## config.mk

```make
export PLATFORM = sky130hd
export DESIGN_NAME = vid_timing_gen
export DESIGN_NICKNAME = d
export VERILOG_FILES = /design/src/rtl/vtg_pkg.sv /design/src/rtl/vtg_shadow.sv /design/src/rtl/vtg_pclk_div.sv /design/src/rtl/vtg_counter.sv /design/src/rtl/vid_timing_gen.sv
export SDC_FILE = /design/constraint.sdc
export NUM_CORES = 1
export LEC_CHECK = 0
export ABC_AREA = 0
export BUFFER_PORTS_ARGS = -buffer_cell sky130_fd_sc_hd__buf_2
export CORE_MARGIN = 2
export CORE_UTILIZATION = 57
export CTS_BUF_LIST = sky130_fd_sc_hd__clkbuf_4 sky130_fd_sc_hd__clkbuf_8
export CTS_CLUSTER_SIZE = 25
export DETAILED_ROUTE_END_ITERATION = 12
export PLACE_DENSITY = 0.78
export SLEW_MARGIN = 20
export SYNTH_ARGS = -nofsm -noshare
export SYNTH_HDL_FRONTEND = slang
export SYNTH_SLANG_ARGS = --single-unit
export TNS_END_PERCENT = 100
```

## constraint.sdc

```tcl
create_clock -name clk -period 5.3 [get_ports clk]
set_input_delay 0.265 -clock clk [delete_from_list [all_inputs] [get_ports clk]]
set_output_delay 0.265 -clock clk [all_outputs]
set_load 0.03 [all_outputs]
```

## src/rtl/vtg_pkg.sv

```systemverilog
// Shared widths and the configuration record of the video timing generator.
package vtg_pkg;
    localparam int unsigned FW = 10;      // width of each timing field
    localparam int unsigned DW = 8;       // width of the divider field
    localparam int unsigned CW = FW + 2;  // width of the position counters

    typedef enum logic [1:0] {
        IRQ_FRONT  = 2'd0,
        IRQ_SYNC   = 2'd1,
        IRQ_BACK   = 2'd2,
        IRQ_ACTIVE = 2'd3
    } irq_sel_e;

    typedef struct packed {
        logic          en;
        irq_sel_e      irq_sel;
        logic          inv_vs;
        logic          inv_hs;
        logic          inv_de;
        logic          inv_pclk;
        logic [DW-1:0] div;
        logic [FW-1:0] hspw;
        logic [FW-1:0] hbp;
        logic [FW-1:0] hact;
        logic [FW-1:0] hfp;
        logic [FW-1:0] vspw;
        logic [FW-1:0] vbp;
        logic [FW-1:0] vact;
        logic [FW-1:0] vfp;
    } vtg_cfg_t;
endpackage

```

## src/rtl/vtg_shadow.sv

```systemverilog
// Shadow-to-active transfer of the configuration record.
// Assumes frame_end is a one-cycle strobe on the last source cycle of a frame.
// The running set is loaded on that strobe, or continuously while stopped,
// unless hold is high.
module vtg_shadow
    import vtg_pkg::*;
(
    input  logic     clk,
    input  logic     rst_n,
    input  vtg_cfg_t cfg_in,
    input  logic     hold,
    input  logic     frame_end,
    output vtg_cfg_t act
);
    logic load;

    // Decide whether the running set may take the shadow values this cycle.
    always_comb load = !hold && (frame_end || !act.en);

    // Hold the running set; reset leaves the generator stopped.
    always_ff @(posedge clk) begin
        if (!rst_n)    act <= '0;
        else if (load) act <= cfg_in;
    end

    AST_HOLD_KEEPS_SET: assert property (@(posedge clk) disable iff (!rst_n)
        hold |=> $stable(act));
    AST_NO_MIDFRAME_LOAD: assert property (@(posedge clk) disable iff (!rst_n)
        (act.en && !frame_end) |=> $stable(act));
endmodule

```

## src/rtl/vtg_pclk_div.sv

```systemverilog
// Pixel clock divider: divides the source clock by div+1.
// Assumes div only changes while the block is stopped or on a pix_en cycle.
// Emits pix_en in the last cycle of each pixel and a raw clock level that is
// high in the upper part of the pixel.
module vtg_pclk_div
    import vtg_pkg::*;
(
    input  logic          clk,
    input  logic          rst_n,
    input  logic          run,
    input  logic [DW-1:0] div,
    output logic          pix_en,
    output logic          pclk_lvl
);
    logic [DW-1:0] cnt;

    // Pixel strobe and raw clock level from the phase counter.
    always_comb begin
        pix_en   = run && (cnt == div);
        pclk_lvl = run && (cnt > (div >> 1));
    end

    // Phase counter inside one pixel; parked at zero while stopped.
    always_ff @(posedge clk) begin
        if (!rst_n || !run) cnt <= '0;
        else if (pix_en)    cnt <= '0;
        else                cnt <= cnt + DW'(1);
    end

    AST_PIX_SPACING: assert property (@(posedge clk) disable iff (!rst_n)
        (pix_en && div != '0) |=> (!pix_en || !$stable(div)));
    AST_IDLE_NO_STROBE: assert property (@(posedge clk) disable iff (!rst_n)
        !run |-> !pix_en);
endmodule

```

## src/rtl/vtg_counter.sv

```systemverilog
// Horizontal and vertical position counters and region decode.
// Each axis runs sync, back porch, active, front porch; every field is
// stored minus one. The position advances on pix_en. The counters stay at the
// origin while stopped. Also produces the frame-end strobe and the registered
// frame interrupt.
module vtg_counter
    import vtg_pkg::*;
(
    input  logic     clk,
    input  logic     rst_n,
    input  logic     run,
    input  logic     pix_en,
    input  vtg_cfg_t cfg,
    output logic     hs_raw,
    output logic     vs_raw,
    output logic     de_raw,
    output logic     frame_end,
    output logic     irq
);
    logic [CW-1:0] h, v, nh, nv;
    logic [CW-1:0] hs_end, ha_beg, ha_end, htot;
    logic [CW-1:0] vs_end, va_beg, va_end, vtot;
    logic [CW-1:0] irq_line;
    logic          h_last, v_last;

    // Region boundaries of both axes from the minus-one fields.
    always_comb begin
        hs_end = CW'(cfg.hspw) + CW'(1);
        ha_beg = hs_end + CW'(cfg.hbp) + CW'(1);
        ha_end = ha_beg + CW'(cfg.hact) + CW'(1);
        htot   = ha_end + CW'(cfg.hfp) + CW'(1);
        vs_end = CW'(cfg.vspw) + CW'(1);
        va_beg = vs_end + CW'(cfg.vbp) + CW'(1);
        va_end = va_beg + CW'(cfg.vact) + CW'(1);
        vtot   = va_end + CW'(cfg.vfp) + CW'(1);
    end

    // Next position: step right, wrap to the next line, wrap to the frame top.
    always_comb begin
        h_last = (h == htot - CW'(1));
        v_last = (v == vtot - CW'(1));
        nh = h;
        nv = v;
        if (pix_en) begin
            if (h_last) begin
                nh = '0;
                nv = v_last ? '0 : v + CW'(1);
            end else begin
                nh = h + CW'(1);
            end
        end
        frame_end = run && pix_en && h_last && v_last;
    end

    // Line on which the frame interrupt is raised, by select code.
    always_comb begin
        case (cfg.irq_sel)
            IRQ_FRONT:  irq_line = va_end;
            IRQ_SYNC:   irq_line = '0;
            IRQ_BACK:   irq_line = vs_end;
            default:    irq_line = va_beg;
        endcase
    end

    // Position registers; parked at the origin while stopped.
    always_ff @(posedge clk) begin
        if (!rst_n || !run) begin
            h <= '0;
            v <= '0;
        end else begin
            h <= nh;
            v <= nv;
        end
    end

    // Interrupt pulse in the first cycle of the selected line.
    always_ff @(posedge clk) begin
        if (!rst_n) irq <= 1'b0;
        else        irq <= run && pix_en && (nh == '0) && (nv == irq_line);
    end

    // Region flags, gated by run so a stopped generator is idle.
    always_comb begin
        hs_raw = run && (h < hs_end);
        vs_raw = run && (v < vs_end);
        de_raw = run && (h >= ha_beg) && (h < ha_end) && (v >= va_beg) && (v < va_end);
    end

    AST_DE_OUTSIDE_SYNC: assert property (@(posedge clk) disable iff (!rst_n)
        de_raw |-> (!hs_raw && !vs_raw));
    AST_IDLE_AT_ORIGIN: assert property (@(posedge clk) disable iff (!rst_n)
        !run |=> (h == '0 && v == '0));
    AST_IRQ_SINGLE_CYCLE: assert property (@(posedge clk) disable iff (!rst_n)
        irq |=> !irq);
endmodule

```

## src/rtl/vid_timing_gen.sv

```systemverilog
// Top of the RGB panel video timing generator.
// Assumes the cfg_* inputs are static or change only in the source clock
// domain. Shadows the configuration, divides the pixel clock, runs the
// position counters and applies output polarity.
module vid_timing_gen
    import vtg_pkg::*;
(
    input  logic          clk,
    input  logic          rst_n,
    input  logic          cfg_en,
    input  logic          cfg_hold,
    input  logic [1:0]    cfg_irq_sel,
    input  logic          cfg_inv_vsync,
    input  logic          cfg_inv_hsync,
    input  logic          cfg_inv_de,
    input  logic          cfg_inv_pclk,
    input  logic [DW-1:0] cfg_clk_div,
    input  logic [FW-1:0] cfg_hsync_w,
    input  logic [FW-1:0] cfg_hback,
    input  logic [FW-1:0] cfg_hactive,
    input  logic [FW-1:0] cfg_hfront,
    input  logic [FW-1:0] cfg_vsync_w,
    input  logic [FW-1:0] cfg_vback,
    input  logic [FW-1:0] cfg_vactive,
    input  logic [FW-1:0] cfg_vfront,
    output logic          hsync,
    output logic          vsync,
    output logic          de,
    output logic          pclk,
    output logic          pix_en,
    output logic          frame_irq
);
    vtg_cfg_t shadow_cfg, act_cfg;
    logic     frame_end, pclk_lvl, hs_raw, vs_raw, de_raw;

    // Gather the configuration inputs into the shadow record.
    always_comb begin
        shadow_cfg.en       = cfg_en;
        shadow_cfg.irq_sel  = irq_sel_e'(cfg_irq_sel);
        shadow_cfg.inv_vs   = cfg_inv_vsync;
        shadow_cfg.inv_hs   = cfg_inv_hsync;
        shadow_cfg.inv_de   = cfg_inv_de;
        shadow_cfg.inv_pclk = cfg_inv_pclk;
        shadow_cfg.div      = cfg_clk_div;
        shadow_cfg.hspw     = cfg_hsync_w;
        shadow_cfg.hbp      = cfg_hback;
        shadow_cfg.hact     = cfg_hactive;
        shadow_cfg.hfp      = cfg_hfront;
        shadow_cfg.vspw     = cfg_vsync_w;
        shadow_cfg.vbp      = cfg_vback;
        shadow_cfg.vact     = cfg_vactive;
        shadow_cfg.vfp      = cfg_vfront;
    end

    vtg_shadow u_shadow (
        .clk       (clk),
        .rst_n     (rst_n),
        .cfg_in    (shadow_cfg),
        .hold      (cfg_hold),
        .frame_end (frame_end),
        .act       (act_cfg)
    );

    vtg_pclk_div u_div (
        .clk      (clk),
        .rst_n    (rst_n),
        .run      (act_cfg.en),
        .div      (act_cfg.div),
        .pix_en   (pix_en),
        .pclk_lvl (pclk_lvl)
    );

    vtg_counter u_cnt (
        .clk       (clk),
        .rst_n     (rst_n),
        .run       (act_cfg.en),
        .pix_en    (pix_en),
        .cfg       (act_cfg),
        .hs_raw    (hs_raw),
        .vs_raw    (vs_raw),
        .de_raw    (de_raw),
        .frame_end (frame_end),
        .irq       (frame_irq)
    );

    // Apply the running polarity to each panel output.
    always_comb begin
        hsync = hs_raw   ^ act_cfg.inv_hs;
        vsync = vs_raw   ^ act_cfg.inv_vs;
        de    = de_raw   ^ act_cfg.inv_de;
        pclk  = pclk_lvl ^ act_cfg.inv_pclk;
    end
endmodule

```

==> qor.yml, run 1 <==
worst_hold_path_type: "in -> reg"
met2WireLength_mm: 20.9
finalSetupTns_ns: -85.12
cts.clk_slew.worst_paths_ns: 0.09
setup_ws_ns: -0.959
ys_warn_count: 0
synthFlopType: "dfxtp_1"
reg2regPathDepth: 29
drc: 0
r2r_slack_ns: -0.96
gp_congestion: 0.974
finalCritPeriodShare_pct: 118
die-area_um2: 20700
hpwl_mm: 23.1
total_power_mw: 3.76
fp.dieH_um: 144
synth_edf_count: 0
grt_overflow: 0
wire_per_inst_um: 21.5
final_nets: 2005
hp-start: "cfg_hsync_w[5]"
cap_violations: 0
internal_power_mw: 2.30
finalNonFillerCells: 2041
switchingPower_mw: 1.47
clk_path_buf_depth: 2
num_vias: 12600
top_layer_used: "met5"
synth_top_area_share_pct: 23.0
syn_avg_cell_area_um2: 7.84
fin_crit_ns: 6.26
start_kind: "flop"
max_freq_mhz: 160
crit_top_cell: "buf_4"
status: "complete, but fails checks"
netlist.top_cell.by_area: "dfxtp_1"
rsz0062_at_grt: "true"
antenna_left: 0
grt_pass1_vias: 11500
powerDensity_nw_per_um2: 232
vias_per_cell: 6.16
crit_path_max_incr_delay_ns: 0.37
hold_viol_final: 0
dr.pass1.iters: 5
power.leakage_nw: 7.37
slew_violations: 0
syn_inst: 1421
synth_fp_nets: 1664
cts_root_buf: "clkbuf_8"
ys_async_sr_fraction_pct: 0
cts_htree_levels: 4
synthDistinctLibCells: 81
synth_area_leaders: "dfxtp_1 23%, ha_1 16%, nand2_1 8.2%, xnor2_1 6.8%, a21boi_1 4.2%"
cpMaxStageDelayCell: "dfxtp_2"
port-buffer-count: 103
io-pin-count: 104
p_sw_share_pct: 39.0
finalSetupViolations: 121
ys_seq_area_share_pct: 23.0
met3_length_mm: 3.77
r2r-end: "u_shadow.act[78]$_SDFFE_PN0P_"
grt_max_degree: 100
core_um2: 19300
drtIter0Drc: 1119
numCtsBuffers: 17
wl_met1_mm: 15.3
insertion_delay_ns: 0.49
hold_ws_ns: 0.00682
clock-sinks: 128
synth_area_um2: 11100
critical_path_class: "reg -> reg"
fin_skew_ns: 0.0195
initial_core_util_pct: 57.6
min_to: "u_shadow.act[75]$_SDFFE_PN0P_"
rows: 51
power_frac_seq_pct: 28.0
area_delta_synth_final_pct: 45.8
wirelength_mm: 43.8
required_ns: 5.70
clkPwrFrac_pct: 23.6
drive_above_1_share_pct: 38.6
cp_max_fo: 7
vdd_ir_drop_max_mv: 0.176
pwr-share-comb_pct: 48.4
cts_tree: "done"
grt_pass1_wl_mm: 56.8
violations: "negative setup slack"
dp.cells: 1933
timing.rr.start: "u_shadow.act[70]$_SDFFE_PN0P_"
grt_usage_pct: 35.1
worstMarginPinSlew_ns: 0.950
crit_path_end_kind: "flop"
slew_headroom_pct: 36.7
crit_arrival_ns: 6.66
synth-seq-cells: 128
fp.dieW_um: 144
min_path_cells: 3
grt_antenna_before_repair: 2
[layout make-up]
type,count,area [um^2]
diodes,1,2.50
clock buffers,19,262
clock inverters,13,126
fillers,1052,3090
inverters,101,379
multi-input cells,1139,9530
flip-flops and latches,128,2590
well taps,265,332
repair buffers,375,3020
[metrics by stage]
stage	cell area [um^2]	util, %	worst slack [ns]
6_report	16200	84.0	-0.959
5_1_grt	16200	84.0	-1.17
4_1_cts	15100	78.3	-0.619
3_5_place_dp	13500	69.9	-0.787
3_3_place_gp	13500	69.9	-0.643
2_1_floorplan	11400	-	-0.222
[how the worst max path moves through the flow]
stage	from	cells past startpoint	slack, ns	to
2_1_floorplan	u_shadow.act[30]$_SDFFE_PN0P_	27	-0.22	u_cnt.irq$_SDFF_PN0_
3_3_place_gp	u_shadow.act[31]$_SDFFE_PN0P_	29	-0.64	u_cnt.irq$_SDFF_PN0_
3_5_place_dp	u_shadow.act[32]$_SDFFE_PN0P_	29	-0.79	u_shadow.act[50]$_SDFFE_PN0P_
4_1_cts	u_shadow.act[30]$_SDFFE_PN0P_	31	-0.62	u_cnt.irq$_SDFF_PN0_
5_1_grt	u_shadow.act[30]$_SDFFE_PN0P_	32	-1.17	u_shadow.act[32]$_SDFFE_PN0P_
6_report	u_shadow.act[70]$_SDFFE_PN0P_	29	-0.96	u_shadow.act[78]$_SDFFE_PN0P_
[Yosys cell counts, drive strengths merged (22+ instances only)]
cell type	n
nand2	243
ha	139
dfxtp	128
inv	101
a21boi	98
xnor2	87
nor2	71
nand3	59
o21ai	57
a21oi	54
xor2	47
clkbuf	35
o21a	30
a21o	27
nand2b	22
[flip-flops by register name, indices dropped and copies added (netlist names)]
signal and cells:
u_cnt.h 12, u_div.cnt 8, u_cnt.irq 1, u_shadow.act 95, u_cnt.v 12
[cell usage in the layout (no fill, tap or decap), drive strengths merged, types with 14 or more instances in the layout]
master and instances:
a21boi 98, a21o 27, a21oi 54, and3 14, buf 366, clkbuf 22
dfxtp 128, ha 139, inv 107, nand2 243, nand2b 22, nand3 59
nor2 71, nor2b 21, o21a 30, o21ai 57, xnor2 87, xor2 47
[logic make-up after synthesis]
| group | synth area share, % |
|---|---|
| AND/OR/NAND/NOR | 21.2 |
| AO/OA/AOI/OAI | 21.4 |
| buffers and inverters | 5.72 |
| adder cells (fa/ha/maj) | 16.7 |
| XOR/XNOR | 11.1 |
| flip-flops | 23.0 |
| multiplexers | 0.966 |
[power groups by stage]
| stage | registers, mW | clock network (mW) | logic, mW |
|---|---|---|---|
| 2_1_floorplan | 1.06 | 0 | 0.852 |
| 3_3_place_gp | 1.07 | 0 | 1.31 |
| 3_5_place_dp | 1.07 | 0 | 1.35 |
| 4_1_cts | 1.05 | 0.867 | 1.55 |
| 5_1_grt | 1.06 | 0.920 | 1.92 |
| 6_report | 1.05 | 0.888 | 1.82 |
[per-layer routing]
layer / vias to the layer above / track usage [%]
met5: - / 0
li1: 5612 / -
met4: 2 / 21.9
met3: 319 / 5.63
met2: 715 / 62.1
met1: 5929 / 39.4
[worst max-delay path: cells and delay by family (launching register included)]
kind / cells / cell delay, ns
xor+xnor: 4 / 0.87
buf+inv: 7 / 1.10
flops: 1 / 0.37
compound gates: 11 / 2.40
fa+ha+maj: 3 / 0.92
simple gates: 4 / 0.49
[timing repair]
item / 4_1_cts / 5_1_grt
endpoints found under the hold margin: 6 / 0
endpoints found under the setup margin: 121 / 121
hold buffers: 6 / 0
pin swaps: 85 / 156
buffers inserted: 39 / 30
gates cloned: 12 / 3
gates resized for setup: 149 / 252
Power figures use the tool's default switching activity.
==> run 2: changes to the inputs <==
Settings changed: ABC_AREA 0 to 1, PLACE_DENSITY 0.78 to 0.75.
Clock period 5.3 ns to 5.8 ns, I/O delays scaled along.
==> run 2 against run 1 <==
The run now ends clean. Highest routed layer is now met4. Design area fell by 13%. Critical path type is now reg -> out. Largest cell class unchanged. Global-route usage decreased by 5.0 points. Cell count is 10% higher. Core utilization decreased by 14 points. Register-to-register slack improved by 1.2 ns. Total power is 4.6% higher. Critical path depth increased by 4.
==> qor.yml, run 2 <==
status: "completed"
power_frac_seq_pct: 25.0  # -3.0 points
vdd_ir_drop_max_mv: 0.154  # -13%
synth.most_common_cell: "nand2_1"
required_ns: 5.51  # -0.19 ns
cp_max_fo: 4  # -3
synthFlopType: "dfxtp_1"
crit_path_max_incr_delay_ns: 0.37  # about the same
area_delta_synth_final_pct: 20.7
clkPwrFrac_pct: 21.4  # -2.2 points
min_to: "u_shadow.act[17]$_SDFFE_PN0P_"
power.leakage_nw: 7.13  # -3.2%
cts_tree: "done"
grt_pass1_vias: 10900  # -5.2%
nFillCells: 1765  # +68%
drtIter0Drc: 963  # -14%
ys_warn_count: 0  # unchanged
switchingPower_mw: 1.71  # +16%
hpwl_mm: 26.0  # +13%
worst_hold_path_type: "in -> reg"
cts_htree_levels: 4  # unchanged
port-buffer-count: 103  # unchanged
drc: 0  # unchanged
wire_per_inst_um: 15.2  # -29%
hold_ws_ns: 0.0525  # +0.0457 ns
top_regs: "u_shadow.act: 95 flops, u_cnt.h: 12 flops, u_cnt.v: 12 flops"
drive_above_1_share_pct: 19.8  # -19 points
timing.rr.start: "u_shadow.act[30]$_SDFFE_PN0P_"
insertion_delay_ns: 0.47  # -0.02 ns
dr.pass1.iters: 5  # unchanged
grt_pass1_wl_mm: 52.9  # -6.8%
layout_common_cells: "356 x nand2_1, 257 x inv_1, 249 x nor2_1, 123 x dfxtp_1, 116 x ha_1"
vias_per_cell: 5.52  # -10%
synth.top_cells.by_count: "374 x nand2_1, 262 x inv_1, 261 x nor2_1"
fin_crit_ns: 5.69
die-area_um2: 21700  # +4.8%
clk_path_buf_depth: 2  # unchanged
crit_top_cell: "buf_4"
fp.dieH_um: 147  # +2.4%
ys_async_sr_fraction_pct: 0  # unchanged
reg2regPathDepth: 35  # +21%
syn_inst: 1810  # +27%
crit_arrival_ns: 5.40  # -1.26 ns
synth_edf_count: 0  # unchanged
rows: 52  # +2.0%
fin_skew_ns: 0.0198  # +0.000290 ns
finalNonFillerCells: 2250  # +10%
initial_core_util_pct: 58.0  # +0.35 points
synth_fp_nets: 2053  # +23%
p_sw_share_pct: 43.4  # +4.3 points
dp.cells: 2187  # +13%
max_freq_mhz: 176
core_um2: 20200  # +4.3%
fp.dieW_um: 147  # +2.4%
numCtsBuffers: 17  # unchanged
netlist.top_cell.by_area: "dfxtp_1"
r2r-end: "u_shadow.act[33]$_SDFFE_PN0P_"
ys_seq_area_share_pct: 21.9  # -1.1 points
grt_max_degree: 54  # -46%
grt_antenna_before_repair: 0  # -2
min_path_cells: 3  # unchanged
setup_ws_ns: 0.113  # +1.07 ns
crit_path_end_kind: "primary output"
antenna_left: 0  # unchanged
synth_area_leaders: "dfxtp_1 22%, ha_1 15%, nand2_1 12%, inv_1 8.4%, nor2_1 8.4%"
final_nets: 2210  # +10%
fin_area_um2: 14100  # -13%
num_vias: 12400  # -1.3%
internal_power_mw: 2.23  # -2.9%
io-pin-count: 104  # unchanged
powerDensity_nw_per_um2: 279  # +20%
largest_register: "u_shadow.act"
hold_buffers: 0  # -6
slew_headroom_pct: 38.3  # +1.7 points
cap_violations: 0  # unchanged
synth-seq-cells: 128  # unchanged
cts_root_buf: "clkbuf_8"
finalSetupViolations: 0  # -100%
finalCritPeriodShare_pct: 98.1
cpMaxStageDelayCell: "dfxtp_4"
slew_violations: 0  # unchanged
hp-start: "cfg_vactive[7]"
diodes: 0  # -1
critical_path_class: "reg -> out"
largest_register_ffs: 95  # unchanged
synth_top_area_share_pct: 21.9  # -1.1 points
r2r_slack_ns: 0.26  # +1.22 ns
grt_overflow: 0  # unchanged
wirelength_mm: 34.2  # -22%
clock-sinks: 128  # unchanged
gp_congestion: 0.937  # -3.9%
cts.clk_slew.worst_paths_ns: 0.09  # about the same
grt_usage_pct: 30.1  # -5.0 points
pre_cts_ws_ns: -0.170  # +0.617 ns
start_kind: "flop"
worstMarginPinSlew_ns: 0.923  # -0.0273 ns
pwr-share-comb_pct: 53.6  # +5.2 points
hold_viol_final: 0  # unchanged
layout_commonest_cell: "nand2_1"
synthDistinctLibCells: 54  # -33%
synth_area_um2: 11700  # +5.0%
syn_avg_cell_area_um2: 6.46  # -18%
postPlaceCellArea_um2: 12600  # -6.4%
## run 2: power groups by stage
| stage | sequential (mW) | combinational [mW] | clock [mW] |
|---|---|---|---|
| floorplan | 0.984 | 1.34 | 0 |
| global placement | 0.996 | 1.75 | 0 |
| detailed placement | 0.998 | 1.79 | 0 |
| CTS | 0.977 | 1.81 | 0.844 |
| global route | 0.991 | 2.35 | 0.892 |
| finish | 0.985 | 2.11 | 0.843 |
## run 2: stage by stage
step | util [%] | total power, mW | TNS, ns
after global routing | 70.0 | 4.24 | -1.38
after CTS | 65.0 | 3.63 | 0
after floorplan | - | 2.32 | 0
final | 70.0 | 3.94 | 0
after global placement | 62.7 | 2.75 | -0.0536
after detailed placement | 62.7 | 2.78 | -0.380
## run 2: critical path: cells and delay by family, from the launching register on
family                     cells  cell delay, ns
and+or+nand+nor               12            1.09
adders and majority gates      4            0.99
AOI/OAI and AO/OA              7            1.14
xor gates and xnor gates       3            0.53
DFF                            1            0.37
buffers and inverters          7            0.82
## run 2: cell type report
class	instances	area (um^2)	area share, %
inverters	269	1010	7.18
repair buffers	174	1100	7.83
well taps	270	338	2.39
clock buffers	19	255	1.81
clock inverters	13	161	1.14
multi-input cells	1377	8660	61.4
flip-flops and latches	128	2580	18.3
## run 2: repair_timing
| item | in CTS | in global routing |
|---|---|---|
| buffers inserted | 3 | 28 |
| gates resized for setup | 10 | 156 |
| pin swaps | 2 | 47 |
| endpoints found under the setup margin | 92 | 120 |
## run 2: logic make-up (layout without fill, tap and decap cells)
group | Yosys count | in the layout | share of synthesized area (%)
XOR/XNOR | 60 | 60 | 4.61
AO/OA/AOI/OAI | 290 | 290 | 13.8
flip-flops | 128 | 128 | 21.9
adder cells (fa/ha/maj) | 145 | 145 | 15.9
buffers and inverters | 305 | 475 | 10.8
AND/OR/NAND/NOR | 882 | 882 | 32.9
## run 2: how the worst max path moves through the flow
stage | to | startpoint | depth (start not counted) | slack [ns]
floorplan | u_shadow.act[94]$_SDFFE_PN0P_ | u_shadow.act[70]$_SDFFE_PN0P_ | 36 | 0.71
global route | de | u_shadow.act[31]$_SDFFE_PN0P_ | 33 | -0.09
CTS | u_cnt.irq$_SDFF_PN0_ | u_shadow.act[30]$_SDFFE_PN0P_ | 41 | 0.02
global placement | u_cnt.irq$_SDFF_PN0_ | u_shadow.act[70]$_SDFFE_PN0P_ | 33 | -0.05
detailed placement | u_cnt.irq$_SDFF_PN0_ | u_shadow.act[71]$_SDFFE_PN0P_ | 35 | -0.17
finish | de | u_shadow.act[30]$_SDFFE_PN0P_ | 33 | 0.11
## run 2: routing by layer
| layer | GRT usage [%] | wire length (um) | vias to the layer above |
|---|---|---|---|
| met2 | 45.7 | 14900 | 481 |
| li1 | - | - | 6237 |
| met1 | 45.2 | 16100 | 5651 |
| met5 | 0 | 0 | - |
| met3 | 3.60 | 2640 | 44 |
| met4 | 7.50 | 517 | 0 |
